--- src/rtl/pci_tgt_pkg.sv ---
package pci_tgt_pkg;
  typedef enum logic [2:0] {
    ST_IDLE, ST_WAIT, ST_CLAIM, ST_XFER, ST_DISC, ST_ABORT
  } tgt_state_e;

  localparam logic [1:0] SEL_FAST = 2'b00;
  localparam logic [1:0] SEL_MED  = 2'b01;
endpackage

--- src/rtl/pci_tgt_range_dec.sv ---
module pci_tgt_range_dec #(
  parameter int ADDR_W = 32,
  parameter int LANES  = 4
) (
  input  logic [ADDR_W-1:0] addr_i,
  input  logic [LANES-1:0]  be_i,
  input  logic              io_i,
  input  logic [ADDR_W-1:0] base_i,
  input  logic [ADDR_W-1:0] limit_i,
  output logic              hit_o,
  output logic              lanes_ok_o
);
  localparam int LB = $clog2(LANES);

  logic [ADDR_W-1:0] word_a, probe_a;
  logic [LANES-1:0]  lane_bad;

  assign word_a  = {addr_i[ADDR_W-1:LB], {LB{1'b0}}};
  assign probe_a = io_i ? addr_i : word_a;
  assign hit_o   = (probe_a >= base_i) && (probe_a <= limit_i);

  for (genvar k = 0; k < LANES; k++) begin : g_lane
    logic [ADDR_W-1:0] byte_a;
    assign byte_a      = {addr_i[ADDR_W-1:LB], LB'(k)};
    assign lane_bad[k] = be_i[k] && ((byte_a < base_i) || (byte_a > limit_i));
  end

  assign lanes_ok_o = ~|lane_bad;
endmodule

--- src/rtl/pci_tgt_claim_timer.sv ---
module pci_tgt_claim_timer #(
  parameter int SUB_WAIT = 3
) (
  input  logic       clk_i,
  input  logic       rst_ni,
  input  logic       start_i,
  input  logic       run_i,
  input  logic       sub_i,
  input  logic [1:0] timing_i,
  input  logic       ext_i,
  output logic       claim_now_o,
  output logic       lost_o
);
  import pci_tgt_pkg::*;
  localparam int CW = $clog2(SUB_WAIT + 1) + 1;

  logic [CW-1:0] cnt_q, delay, target;

  always_comb begin
    unique case (timing_i)
      SEL_FAST: delay = CW'(1);
      SEL_MED:  delay = CW'(2);
      default:  delay = CW'(3);
    endcase
    target = sub_i ? CW'(SUB_WAIT) : delay - CW'(1);
  end

  always_ff @(posedge clk_i or negedge rst_ni) begin
    if (!rst_ni)      cnt_q <= '0;
    else if (start_i) cnt_q <= CW'(1);
    else if (run_i)   cnt_q <= cnt_q + CW'(1);
  end

  assign lost_o      = run_i && sub_i && ext_i;
  assign claim_now_o = (start_i && !sub_i && delay == CW'(1)) ||
                       (run_i && !lost_o && cnt_q == target);

  // a subtractive claim never coincides with another agent's select
  a_r4_no_sub_over_ext: assert property (@(posedge clk_i) disable iff (!rst_ni)
    (run_i && sub_i && claim_now_o) |-> !ext_i);
endmodule

--- src/rtl/pci_tgt_burst.sv ---
module pci_tgt_burst #(
  parameter int ADDR_W = 32,
  parameter int LANES  = 4
) (
  input  logic              clk_i,
  input  logic              rst_ni,
  input  logic              load_i,
  input  logic              step_i,
  input  logic [ADDR_W-1:0] addr_i,
  input  logic [ADDR_W-1:0] limit_i,
  output logic              past_end_o
);
  localparam int LB = $clog2(LANES);

  logic [ADDR_W-1:0] cur_q;
  logic [ADDR_W:0]   nxt;

  always_ff @(posedge clk_i or negedge rst_ni) begin
    if (!rst_ni)     cur_q <= '0;
    else if (load_i) cur_q <= {addr_i[ADDR_W-1:LB], {LB{1'b0}}};
    else if (step_i) cur_q <= cur_q + ADDR_W'(LANES);
  end

  // wide compare so a window ending at the top of the space does not wrap
  assign nxt        = {1'b0, cur_q} + (ADDR_W+1)'(LANES);
  assign past_end_o = nxt > {1'b0, limit_i};
endmodule

--- src/rtl/pci_tgt_ctrl.sv ---
module pci_tgt_ctrl #(
  parameter int ADDR_W   = 32,
  parameter int LANES    = 4,
  parameter int SUB_WAIT = 3
) (
  input  logic              clk_i,
  input  logic              rst_ni,
  input  logic              frame_i,
  input  logic              irdy_i,
  input  logic [ADDR_W-1:0] ad_i,
  input  logic [LANES-1:0]  be_i,
  input  logic              io_i,
  input  logic              ext_devsel_i,
  input  logic [ADDR_W-1:0] base_i,
  input  logic [ADDR_W-1:0] limit_i,
  input  logic [1:0]        sel_timing_i,
  input  logic              sub_en_i,
  output logic              devsel_o,
  output logic              trdy_o,
  output logic              stop_o
);
  import pci_tgt_pkg::*;

  tgt_state_e state_q;
  logic devsel_q, trdy_q, stop_q, frame_q, io_q, sub_q, ok_q;
  logic hit, lanes_ok, addr_start, claim_now, lost, past_end, take;

  assign addr_start = frame_i && !frame_q && state_q == ST_IDLE;
  assign take       = hit || sub_en_i;

  pci_tgt_range_dec #(.ADDR_W(ADDR_W), .LANES(LANES)) u_dec (
    .addr_i(ad_i), .be_i(be_i), .io_i(io_i), .base_i(base_i),
    .limit_i(limit_i), .hit_o(hit), .lanes_ok_o(lanes_ok));

  pci_tgt_claim_timer #(.SUB_WAIT(SUB_WAIT)) u_tmr (
    .clk_i(clk_i), .rst_ni(rst_ni),
    .start_i(addr_start && take), .run_i(state_q == ST_WAIT),
    .sub_i(addr_start ? !hit : sub_q), .timing_i(sel_timing_i),
    .ext_i(ext_devsel_i), .claim_now_o(claim_now), .lost_o(lost));

  pci_tgt_burst #(.ADDR_W(ADDR_W), .LANES(LANES)) u_bst (
    .clk_i(clk_i), .rst_ni(rst_ni), .load_i(addr_start),
    .step_i(state_q == ST_XFER && irdy_i && trdy_q),
    .addr_i(ad_i), .limit_i(limit_i), .past_end_o(past_end));

  always_ff @(posedge clk_i or negedge rst_ni) begin
    if (!rst_ni) begin
      state_q  <= ST_IDLE;
      devsel_q <= 1'b0;
      trdy_q   <= 1'b0;
      stop_q   <= 1'b0;
      frame_q  <= 1'b0;
      io_q     <= 1'b0;
      sub_q    <= 1'b0;
      ok_q     <= 1'b0;
    end else begin
      frame_q <= frame_i;
      unique case (state_q)
        ST_IDLE: if (addr_start && take) begin
          io_q  <= io_i;
          ok_q  <= lanes_ok;
          sub_q <= !hit;
          if (claim_now) begin
            devsel_q <= 1'b1;
            state_q  <= ST_CLAIM;
          end else begin
            state_q  <= ST_WAIT;
          end
        end
        ST_WAIT: begin
          if (lost) state_q <= ST_IDLE;
          else if (claim_now) begin
            devsel_q <= 1'b1;
            state_q  <= ST_CLAIM;
          end
        end
        ST_CLAIM: begin
          if (io_q && !sub_q && !ok_q) begin
            devsel_q <= 1'b0;
            stop_q   <= 1'b1;
            state_q  <= ST_ABORT;
          end else begin
            trdy_q  <= 1'b1;
            state_q <= ST_XFER;
          end
        end
        ST_XFER: if (irdy_i && trdy_q) begin
          if (!frame_i) begin
            devsel_q <= 1'b0;
            trdy_q   <= 1'b0;
            state_q  <= ST_IDLE;
          end else if (!sub_q && past_end) begin
            trdy_q  <= 1'b0;
            stop_q  <= 1'b1;
            state_q <= ST_DISC;
          end
        end
        ST_DISC: if (irdy_i && !frame_i) begin
          devsel_q <= 1'b0;
          stop_q   <= 1'b0;
          state_q  <= ST_IDLE;
        end
        ST_ABORT: if (irdy_i && !frame_i) begin
          stop_q  <= 1'b0;
          state_q <= ST_IDLE;
        end
        default: state_q <= ST_IDLE;
      endcase
    end
  end

  assign devsel_o = devsel_q;
  assign trdy_o   = trdy_q;
  assign stop_o   = stop_q;

  a_r5_trdy_needs_devsel: assert property (@(posedge clk_i) disable iff (!rst_ni)
    trdy_o |-> devsel_o);
  a_r5_trdy_after_devsel: assert property (@(posedge clk_i) disable iff (!rst_ni)
    $rose(trdy_o) |-> $past(devsel_o));
  a_r6_devsel_hold: assert property (@(posedge clk_i) disable iff (!rst_ni)
    $fell(devsel_o) |-> ($past(irdy_i && !frame_i) || stop_o));
  a_r7_release_together: assert property (@(posedge clk_i) disable iff (!rst_ni)
    ($fell(devsel_o) && !stop_o) |-> ($fell(trdy_o) || $fell(stop_o)));
  a_r8_abort_no_data: assert property (@(posedge clk_i) disable iff (!rst_ni)
    (stop_o && !devsel_o) |-> !trdy_o);
  a_r9_disc_no_trdy: assert property (@(posedge clk_i) disable iff (!rst_ni)
    (stop_o && devsel_o) |-> !trdy_o);
endmodule

--- config.mk ---
export PLATFORM = sky130hd
export DESIGN_NAME = pci_tgt_ctrl
export DESIGN_NICKNAME = d
export VERILOG_FILES = /design/src/rtl/pci_tgt_pkg.sv /design/src/rtl/pci_tgt_range_dec.sv /design/src/rtl/pci_tgt_claim_timer.sv /design/src/rtl/pci_tgt_burst.sv /design/src/rtl/pci_tgt_ctrl.sv
export SDC_FILE = /design/constraint.sdc
export NUM_CORES = 1
export LEC_CHECK = 0
export ABC_AREA = 1
export BUFFER_PORTS_ARGS = -buffer_cell sky130_fd_sc_hd__buf_2
export CAP_MARGIN = 10
export CORE_MARGIN = 2
export CORE_UTILIZATION = 62
export CTS_CLUSTER_DIAMETER = 60
export DETAILED_ROUTE_END_ITERATION = 8
export HOLD_SLACK_MARGIN = 0.1
export MAX_ROUTING_LAYER = met4
export PLACE_DENSITY = 0.91
export REMOVE_ABC_BUFFERS = 1
export SYNTH_ARGS = -nofsm -noshare
export SYNTH_HDL_FRONTEND = slang
export SYNTH_SLANG_ARGS = --single-unit
--- constraint.sdc ---
create_clock -name clk_i -period 9.85 [get_ports clk_i]
set_input_delay 1.97 -clock clk_i [delete_from_list [all_inputs] [get_ports clk_i]]
set_output_delay 1.97 -clock clk_i [all_outputs]
set_load 0.01 [all_outputs]
==> results_dict.tcl, run 1 <==
set metrics [dict create \
    async_reset_ff_frac 1.00 \
    fin_crit_sh 0.438 \
    synth_area_mm2 0.00591 \
    vias_per_cell 5.50 \
    crit_path_start_kind "primary input" \
    cts_buffers 5 \
    synth_cells 865 \
    setup_viol 0 \
    cts_hold_buf 0 \
    cp_max_fo 31 \
    report.final.hold_viol_count 0 \
    clkTransAtPathRegs_ns 0.10 \
    crit_top_cell "inv_1" \
    synthXorXnorAreaFrac 0.0341 \
    grt_usage 0.319 \
    yosys.area_share.simple 0.309 \
    io_pins 112 \
    io_buffers 111 \
    rsz0062_at_grt "false" \
    antennaDiodeCount 0 \
    start_util 0.639 \
    cp_slowest_cell "inv_1" \
    p_per_area_mw_per_mm2 184 \
    p_int_mw 0.601 \
    layout-drive-gt1-share 0.180 \
    cts_tree "yes" \
    crit_type "in -> reg" \
    ys_seq_elements 43 \
    cts_root_buf "clkbuf_8" \
    clock-skew-final_ns 0.0110 \
    cp_cell_sequence "buf_2 -> inv_1 -> nor2_1 -> nand2_1 -> inv_1 -> buf_4 -> nor2_1 -> inv_1 -> o21ai_0 -> o22ai_1" \
    antenna_found_initial 0 \
    synth_edf_count 0 \
    cp_slowest_stage_delay_ns 0.81 \
    synth-compound-area-share 0.136 \
    synth_top_family_by_area "simple AND/OR/NAND/NOR gates" \
    cts_setup_buffers 0 \
    num_vias 6085 \
    synth.avg_cell_area_um2 6.83 \
    worst_pin_slew_ns 1.03 \
    grt_pass1_wl_mm 25.8 \
    cp_data_arrival_time_ns 4.53 \
    synth_ff_type "dfrtp_1" \
    regArea_mm2 0.00108 \
    ant_nets 0 \
    synth.yosys.seq_area_share 0.182 \
    grt_pass1_vias 5804 \
    clockPowerShare 0.095 \
    hold_path.class "reg -> reg" \
    drv_slew 0 \
    multiInputGateArea_mm2 0.00411 \
    max_slew_margin 0.310 \
    swShare 0.513 \
    place_area_mm2 0.00660 \
    worstSetupEndpointType "flip-flop" \
    die_h_um 102 \
    clk_latency_ns 0.30 \
    maxCapViolCount 0 \
    htree_levels 2 \
    wirelength_mm 15.5 \
    coreArea_mm2 0.00924 \
    grt_max_degree 44 \
    fmax_mhz 232 \
    pwr-share-comb 0.627 \
    setup_tns_ns 0 \
    synth_cell_types 48 \
    net-switching-power_mw 0.632 \
    rows 35 \
    nFillCells 771 \
    final_cell_area_mm2 0.00669 \
    cts.sinks 43 \
    critPathRequiredTime_ns 10.07 \
    nNetsFinal 1187 \
    syn_to_final_growth_pct 13.2 \
    ys_warn_count 0 \
    die_w_um 102 \
    synth_fa_ha_area_frac 0.216 \
    post_cts_resized 0 \
    yosys-mux-area-fraction 0 \
    wl_per_cell_um 14.0 \
    first_pass_iters 6 \
    outcome "finished clean" \
    clk_path_buf_depth 2 \
    dpl.hpwl_mm 12.9 \
    drt_iter0_drc 340 \
    dieArea_mm2 0.0103 \
    overflow 0 \
    ir_worst_vdd_mv 0.155 \
    period_minus_slack_ns 4.31 \
    power.leakage_nw 3.79 \
    drc 0 \
    seqPwrFrac 0.278 \
    gp_congestion 0.998 \
]
==> layer usage <==
metal	part of all wire	vias to the layer above	track usage
li1	-	3061	-
met1	0.44	2758	0.408
met2	0.48	232	0.539
met3	0.058	34	0.0352
met4	0.019	0	0.0800
met5	0	-	-
==> synth_stat cells (2+ instances only) <==
master,count,area (µm²)
nor2_2,9,56.3
o221ai_1,13,114
nand2_1,197,739
nor2_4,9,101
clkbuf_1,4,15.0
nand2_2,8,50.1
a21oi_1,48,240
o21ai_0,29,145
nor3_4,2,32.5
o22ai_1,7,43.8
nand3_2,5,50.1
inv_2,7,26.3
o31ai_1,2,15.0
o211ai_1,8,60.1
a31oi_1,2,12.5
o21a_1,2,15.0
a21o_1,4,30.0
nand4_2,3,37.5
nand3_4,2,35.0
nor4_1,7,43.8
nor3_1,15,75.1
nand4_1,23,144
nand3_1,31,155
nand2_4,2,22.5
inv_1,175,657
ha_1,102,1280
o21ai_1,4,20.0
o21bai_1,3,22.5
buf_2,4,20.0
nor2_1,56,210
xor2_1,23,201
dfrtp_1,43,1080
==> area by class of cell <==
class	count	area share
inverter	183	0.103
clock buffer	5	0.0103
clock inverter	3	0.00299
timing repair buffer	112	0.0842
sequential	43	0.161
multi-input combinational	631	0.615
tap	129	0.0241
==> worst max-delay path, delay by kind of cell <==
family	cells	cell delay (ns)
buffers and inverters	5	1.47
AND/OR/NAND/NOR	3	0.62
AO/OA/AOI/OAI	2	0.45
==> final timing paths <==
path,from,to,slack (ns),depth (start not counted)
max,frame_i,u_bst.cur_q[8],5.54,10
min,stop_o,stop_o,0.49,2
max reg2reg,u_bst.cur_q[2],trdy_o,5.86,23
min reg2reg,stop_o,stop_o,0.49,2
max in group asynchronous,rst_ni,u_bst.cur_q[19],7.36,1
min in group asynchronous,rst_ni,u_bst.cur_q[2],1.83,1
==> placed cells by master, fill, tap and decap left out, drive strengths merged, types with 2 or more instances in the layout <==
cell      count
nand2       207
inv         182
buf         112
ha          102
nor2         75
a21oi        49
dfrtp        43
nand3        38
o21ai        33
nand4        26
xor2         23
nor3         17
o221ai       14
o211ai        9
nor4          8
o22ai         7
clkbuf        5
a21o          4
o21bai        4
or2           3
o21a          2
o31ai         2
a31oi         2
clkinvlp      2
clkinv        2
==> through the flow <==
stage | utilization | power [mW] | instances | hold slack (ns) | setup WS (ns)
2_1_floorplan | - | 0.900 | 857 | 0.477 | 5.94
3_3_place_gp | 0.714 | 1.07 | 1098 | 0.471 | 5.50
3_5_place_dp | 0.714 | 1.10 | 1098 | 0.476 | 5.35
4_1_cts | 0.723 | 1.22 | 1106 | 0.498 | 5.65
5_1_grt | 0.723 | 1.35 | 1106 | 0.532 | 5.37
6_report | 0.723 | 1.23 | 1106 | 0.490 | 5.54
==> power groups by stage <==
| stage | sequential (mW) | clock (mW) | combinational (mW) |
|---|---|---|---|
| after global placement | 0.340 | 0 | 0.731 |
| after CTS | 0.340 | 0.118 | 0.763 |
| after floorplan | 0.327 | 0 | 0.573 |
| final | 0.343 | 0.117 | 0.773 |
| after detailed placement | 0.343 | 0 | 0.758 |
| after global routing | 0.355 | 0.123 | 0.874 |
==> cells by family after synthesis <==
logic type	count (synthesis)
fa+ha+maj	102
xor+xnor	23
simple gates	376
compound gates	130
flops	43
buf+inv	191
==> registers in the layout, indices dropped and copies added, names as in the netlist <==
signal       flops
sub_q            1
frame_q          1
state_q          3
stop_o           1
ok_q             1
trdy_o           1
devsel_o         1
io_q             1
u_bst.cur_q     30
u_tmr.cnt_q      3
Note: power is estimated with default switching activity, not from simulation.
==> run 2: changes to the inputs <==
--- a/config.mk
+++ b/config.mk
@@ -9,12 +9,12 @@
 export BUFFER_PORTS_ARGS = -buffer_cell sky130_fd_sc_hd__buf_2
 export CAP_MARGIN = 10
 export CORE_MARGIN = 2
-export CORE_UTILIZATION = 62
+export CORE_UTILIZATION = 58
 export CTS_CLUSTER_DIAMETER = 60
 export DETAILED_ROUTE_END_ITERATION = 8
 export HOLD_SLACK_MARGIN = 0.1
 export MAX_ROUTING_LAYER = met4
-export PLACE_DENSITY = 0.91
+export PLACE_DENSITY = 0.86
 export REMOVE_ABC_BUFFERS = 1
 export SYNTH_ARGS = -nofsm -noshare
 export SYNTH_HDL_FRONTEND = slang
==> constraint.sdc (replaced) <==
create_clock -name clk_i -period 4.1 [get_ports clk_i]
set_input_delay 0.82 -clock clk_i [delete_from_list [all_inputs] [get_ports clk_i]]
set_output_delay 0.82 -clock clk_i [all_outputs]
set_load 0.01 [all_outputs]
==> run 2 against run 1 <==
  * Routed wire length increased by 1.8%
  * Cell count increased by 0.72%
  * Clock skew shrank 0.0041 ns
  * Clock power grew 150%
  * Worst hold slack hardly changed
  * Register-to-register slack got worse by 5.5 ns
  * Sequential power up 140%
  * Combinational power rose by 140%
  * Critical path type is now reg -> reg
  * Global-route usage is 1.7 points lower
  * First-iteration DRC count up 10%
==> results_dict.tcl, run 2 (same netlist as run 1, synthesis figures left out) <==
set metrics [dict create \
    outcome "finished clean" \
    swShare 0.513 \
    crit_path_start_kind "flip-flop" \
    rows 36 \
    top_layer_used "met4" \
    pwr-share-comb 0.624 \
    r2r_cells 23 \
    largest_register "u_bst.cur_q" \
    final_common_cell "nand2_1" \
    wirelength_mm 15.8 \
    power.leakage_nw 3.81 \
    final_util 0.687 \
    clk_latency_ns 0.31 \
    max_slew_margin 0.291 \
    dieArea_mm2 0.0110 \
    setup_viol 0 \
    dr_wl_met3_mm 1.03 \
    dr_wl_met2_mm 7.67 \
    cts_tree "yes" \
    overflow 0 \
    biggestRegsByFlops "u_bst.cur_q: 30 flops, state_q: 3 flops, u_tmr.cnt_q: 3 flops" \
    wl_per_cell_um 14.1 \
    critPathRequiredTime_ns 4.30 \
    fmax_mhz 267 \
    grt_max_degree 44 \
    start_util 0.602 \
    die_h_um 105 \
    final_cell_mix "197 x nand2_1, 175 x inv_1, 111 x buf_2" \
    drv_slew 0 \
    seqPwrFrac 0.279 \
    coreArea_mm2 0.00982 \
    net-switching-power_mw 1.53 \
    cts.sinks 43 \
    cts_root_buf "clkbuf_8" \
    antenna_found_initial 0 \
    layout-drive-gt1-share 0.187 \
    p_int_mw 1.45 \
    first_pass_iters 5 \
    clkTransAtPathRegs_ns 0.09 \
    grt_pass1_vias 6025 \
    num_vias 6061 \
    hold_depth 2 \
    worstSetupEndpointType "flip-flop" \
    p_per_area_mw_per_mm2 443 \
    largest_reg_flops 30 \
    grt_pass1_wl_mm 26.7 \
    nFillCells 886 \
    grt_usage 0.302 \
    die_w_um 105 \
    vias_per_cell 5.44 \
    syn_to_final_growth_pct 14.2 \
    nNetsFinal 1191 \
    htree_levels 2 \
    rsz0062_at_grt "false" \
    worst_pin_slew_ns 1.06 \
    ir_worst_vdd_mv 0.426 \
    drt_iter0_drc 374 \
    period_minus_slack_ns 3.74 \
    gp_congestion 0.942 \
    report.final.hold_viol_count 0 \
    maxCapViolCount 0 \
    clock-skew-final_ns 0.00689 \
    dpl.hpwl_mm 13.0 \
    crit_type "reg -> reg" \
    wl_met1_mm 6.62 \
    fin_crit_sh 0.912 \
    clk_path_buf_depth 2 \
    io_buffers 111 \
    antennaDiodeCount 0 \
    clockPowerShare 0.098 \
    hold_path.class "reg -> reg" \
    cts_buffers 5 \
    ant_nets 0 \
    drc 0 \
    cp_max_fo 6 \
    io_pins 112 \
    cp_data_arrival_time_ns 3.94 \
    setup_tns_ns 0 \
]
## run 2: cell types whose count changed in the layout (fill, tap and decap cells not counted)
cell        change
nor2_1          -2
buf_4           +4
nand3_1         -1
nor4_2          +1
clkinvlp_4      -1
clkbuf_1        +1
nand3_4         +1
nor2_4          +1
nor2_2          +1
nor4_1          -1
## run 2: power by group through the flow
stage	clock (mW)	sequential, mW	combinational [mW]
2_1_floorplan	0	0.785	1.38
3_3_place_gp	0	0.824	1.77
3_5_place_dp	0	0.824	1.83
4_1_cts	0.288	0.820	1.84
5_1_grt	0.301	0.858	2.12
6_report	0.292	0.833	1.86
## run 2: area by class of cell
type                       instances  area [µm²]  share of cell area
inverter                         183         687               0.102
multi-input combinational        631        4140               0.613
sequential                        43        1080               0.160
timing repair buffer             116         593              0.0879
clock inverter                     2        12.5             0.00185
clock buffer                       6        72.6              0.0108
tap                              133         166              0.0247
## run 2: critical path, stage by stage, from the launching register on
cell	delay, ns
dfrtp_1	0.37
ha_1	0.19
nand2_1	0.10
nor2_4	0.13
nand3_4	0.11
nor2_4	0.15
inv_1	0.06
nor2_2	0.13
nand4_1	0.16
nor4_2	0.28
xor2_1	0.23
inv_1	0.07
ha_1	0.31
inv_1	0.06
nor3_1	0.16
nand4_1	0.16
nor2_2	0.15
nand4_1	0.08
nand3_1	0.12
nand3_2	0.11
a21oi_2	0.21
nand3_4	0.12
nand2_1	0.08
o21ai_1	0.07
## run 2: worst paths after layout
check / start / to / slack [ns]
min in group asynchronous: rst_ni / io_q / 0.69
setup / recovery: u_bst.cur_q[2] / state_q[0] / 0.36
hold / removal: stop_o / stop_o / 0.49
setup reg to reg: u_bst.cur_q[2] / state_q[0] / 0.36
max in group asynchronous: rst_ni / u_bst.cur_q[23] / 2.75
hold reg to reg: stop_o / stop_o / 0.49
## run 2: what timing repair did
item / 4_1_cts / 5_1_grt
hold buffers: 0 / 0
buffers inserted: 0 / 2
hold endpoints to repair: 0 / 0
setup endpoints to repair: 0 / 5
resized for setup: 0 / 6
## run 2: routing by layer
metal,track usage,up-vias
li1,-,3067
met1,0.358,2746
met2,0.526,210
met3,0.0443,38
met4,0.101,0
met5,-,-
## run 2: metrics by stage
step | area, µm² | hold slack (ns) | total power [mW] | worst slack, ns | std cells
after floorplan | 5870 | 0.477 | 2.16 | 0.827 | 857
after global placement | 6620 | 0.471 | 2.60 | 0.493 | 1104
after detailed placement | 6620 | 0.471 | 2.65 | 0.362 | 1104
after CTS | 6700 | 0.494 | 2.95 | 0.331 | 1112
after global routing | 6750 | 0.517 | 3.28 | 0.00150 | 1114
final | 6750 | 0.490 | 2.99 | 0.359 | 1114
==> run 3: changes to the inputs <==
--- a/config.mk
+++ b/config.mk
@@ -18,4 +18,5 @@
 export REMOVE_ABC_BUFFERS = 1
 export SYNTH_ARGS = -nofsm -noshare
 export SYNTH_HDL_FRONTEND = slang
+export SYNTH_HIERARCHICAL = 1
 export SYNTH_SLANG_ARGS = --single-unit
==> constraint.sdc (replaced) <==
create_clock -name clk_i -period 4.1 [get_ports clk_i]
set_input_delay 0.205 -clock clk_i [delete_from_list [all_inputs] [get_ports clk_i]]
set_output_delay 0.205 -clock clk_i [all_outputs]
set_load 0.01 [all_outputs]
==> run 3 against run 2 <==
  * Sequential share of layout area is 0.64 points lower
  * Global-route usage shrank 1.1 points
  * Final area is 4.2% higher
  * Power decreased by 2.4%
  * Largest cell class unchanged
  * Largest power group unchanged
==> results_dict.tcl, run 3 <==
set metrics [dict create \
    vias_per_cell 5.25 \
    synth_area_mm2 0.00616 \
    die_h_um 107 \
    drv_slew 0 \
    grt_usage 0.291 \
    cts.sinks 43 \
    synthXorXnorAreaFrac 0.0252 \
    ys_seq_elements 43 \
    p_int_mw 1.50 \
    net-switching-power_mw 1.42 \
    biggestRegsByFlops "u_bst/cur_q: 30 flops, state_q: 3 flops, u_tmr/cnt_q: 3 flops" \
    period_minus_slack_ns 3.50 \
    synth.avg_cell_area_um2 6.27 \
    nFillCells 935 \
    setup_tns_ns 0 \
    synth_ff_type "dfrtp_1" \
    cts_hold_buf 2 \
    cp_max_fo 4 \
    ir_worst_vdd_mv 0.188 \
    hold_path.class "in -> reg" \
    overflow 0 \
    drt_iter0_drc 404 \
    synth_cells 982 \
    antenna_found_initial 0 \
    swShare 0.485 \
    cts_tree "yes" \
    dp_cells 1224 \
    synth_cell_types 44 \
    post_cts_resized 0 \
    dieArea_mm2 0.0115 \
    largest_reg_flops 30 \
    dpl.hpwl_mm 12.9 \
    synth_top_area_frac 0.201 \
    stdcell_count 1234 \
    grt_pass1_vias 6132 \
    maxCapViolCount 0 \
    fmax_mhz 285 \
    clock-skew-final_ns 0.0109 \
    ant_nets 0 \
    gp_congestion 1.02 \
    report.final.hold_viol_count 0 \
    clkTransAtPathRegs_ns 0.09 \
    synth-compound-area-share 0.114 \
    synth_area_leaders "ha_1 20%, nand2_1 19%, dfrtp_1 17%" \
    cts_setup_buffers 0 \
    largest_register "u_bst/cur_q" \
    critPathRequiredTime_ns 4.30 \
    die_w_um 107 \
    num_vias 6481 \
    cts_buffers 5 \
    cp_data_arrival_time_ns 3.71 \
    synth_fa_ha_area_frac 0.201 \
    nNetsFinal 1305 \
    cts_root_buf "clkbuf_8" \
    wl_per_cell_um 12.5 \
    crit_path_start_kind "flip-flop" \
    max_slew_margin 0.348 \
    outcome "finished clean" \
    rows 37 \
    grt_pass1_wl_mm 26.7 \
    synth_most_common_cell "nand2_1" \
    antennaDiodeCount 0 \
    first_pass_iters 7 \
    clockPowerShare 0.138 \
    fin_crit_sh 0.854 \
    final_common_cell "nand2_1" \
    clk_latency_ns 0.30 \
    synth_top_cell_by_area "ha_1" \
    synth_edf_count 0 \
    pwr-share-comb 0.570 \
    start_util 0.597 \
    wirelength_mm 15.5 \
    setup_viol 0 \
    syn_to_final_growth_pct 14.1 \
    yosys.area_share.simple 0.352 \
    htree_levels 2 \
    layout-drive-gt1-share 0.153 \
    yosys-mux-area-fraction 0 \
    worstSetupEndpointType "flip-flop" \
    coreArea_mm2 0.0103 \
    drc 0 \
    io_pins 112 \
    synth.yosys.seq_area_share 0.175 \
    yosys-top-cells-count "305 x nand2_1, 200 x inv_1, 99 x ha_1, 64 x nor2_1, 53 x nand3_1" \
    final_cell_mix "305 x nand2_1, 200 x inv_1, 111 x buf_2" \
    power.leakage_nw 4.24 \
    crit_type "reg -> reg" \
    worst_pin_slew_ns 0.977 \
    synth_top_family_by_area "simple AND/OR/NAND/NOR gates" \
    clk_path_buf_depth 2 \
    io_buffers 111 \
    ys_warn_count 6 \
    async_reset_ff_frac 1.00 \
    grt_max_degree 44 \
    rsz0062_at_grt "false" \
    seqPwrFrac 0.292 \
    p_per_area_mw_per_mm2 415 \
]
run 3: power by group through the flow:
stage | registers, mW | logic [mW] | clock network [mW]
5_1_grt | 0.878 | 1.94 | 0.421
4_1_cts | 0.844 | 1.65 | 0.401
3_5_place_dp | 0.852 | 1.64 | 0
2_1_floorplan | 0.799 | 1.24 | 0
6_report | 0.852 | 1.66 | 0.402
3_3_place_gp | 0.848 | 1.59 | 0
run 3: worst paths after layout:
path                                 from        endpoint  slack [ns]  cells past startpoint
min in group asynchronous          rst_ni        devsel_o        0.59                      2
setup / recovery           u_bst/cur_q[3]      state_q[0]        0.60                     22
max in group asynchronous          rst_ni  u_tmr/cnt_q[0]        2.89                      2
hold / removal                    ad_i[9]  u_bst/cur_q[9]        0.15                      3
hold reg to reg                    trdy_o          trdy_o        0.50                      2
setup reg to reg           u_bst/cur_q[3]      state_q[0]        0.60                     22
run 3: final cells by class:
type	count	area, µm²	share of cell area
clock buffer	6	72.6	0.0103
clock inverter	2	60.1	0.00855
inverter	209	786	0.112
multi-input combinational	722	4260	0.607
sequential	43	1080	0.153
tap	136	170	0.0242
timing repair buffer	116	598	0.0851
run 3: through the flow:
step	instance area [µm²]	power, mW	util	hold slack (ns)	setup slack [ns]
floorplan	6130	2.04	-	-0.0906	1.24
finish	7030	2.92	0.681	0.150	0.597
global placement	6870	2.44	0.666	0.377	0.814
CTS	7030	2.90	0.681	0.154	0.664
detailed placement	6870	2.49	0.666	0.370	0.712
global route	7030	3.24	0.681	0.155	0.227
run 3: cells by family (layout without fill, tap and decap cells):
kind of cell             after synthesis  count (layout)
AND/OR/NAND/NOR                      491             491
AO/OA/AOI/OAI                        116             116
adder cells (fa/ha/maj)               99              99
XOR/XNOR                              16              16
buffers and inverters                217             333
flip-flops                            43              43
run 3: critical path, cell delays in order (launching register included):
cell and delay [ns]:
dfrtp_1 0.42, ha_1 0.26, nand2_1 0.11, nor2_4 0.16, nand2_2 0.10, nor2_4 0.20, nand4_1 0.15, xor2_1 0.21
inv_1 0.07, ha_1 0.29, a21oi_1 0.07, o21ai_0 0.18, nand2_1 0.08, a21oi_1 0.12, nor2_1 0.06, a21oi_1 0.21
inv_1 0.07, nor2_1 0.14, nor2_1 0.09, nor2_1 0.22, nand2_1 0.09, nand2_1 0.06, nand2_1 0.05
run 3: per-layer routing:
layer,global-route usage,vias up,part of all wire
li1,-,3335,-
met1,0.375,2914,0.45
met2,0.493,207,0.47
met3,0.0280,25,0.060
met4,0.0686,0,0.021
met5,-,-,0
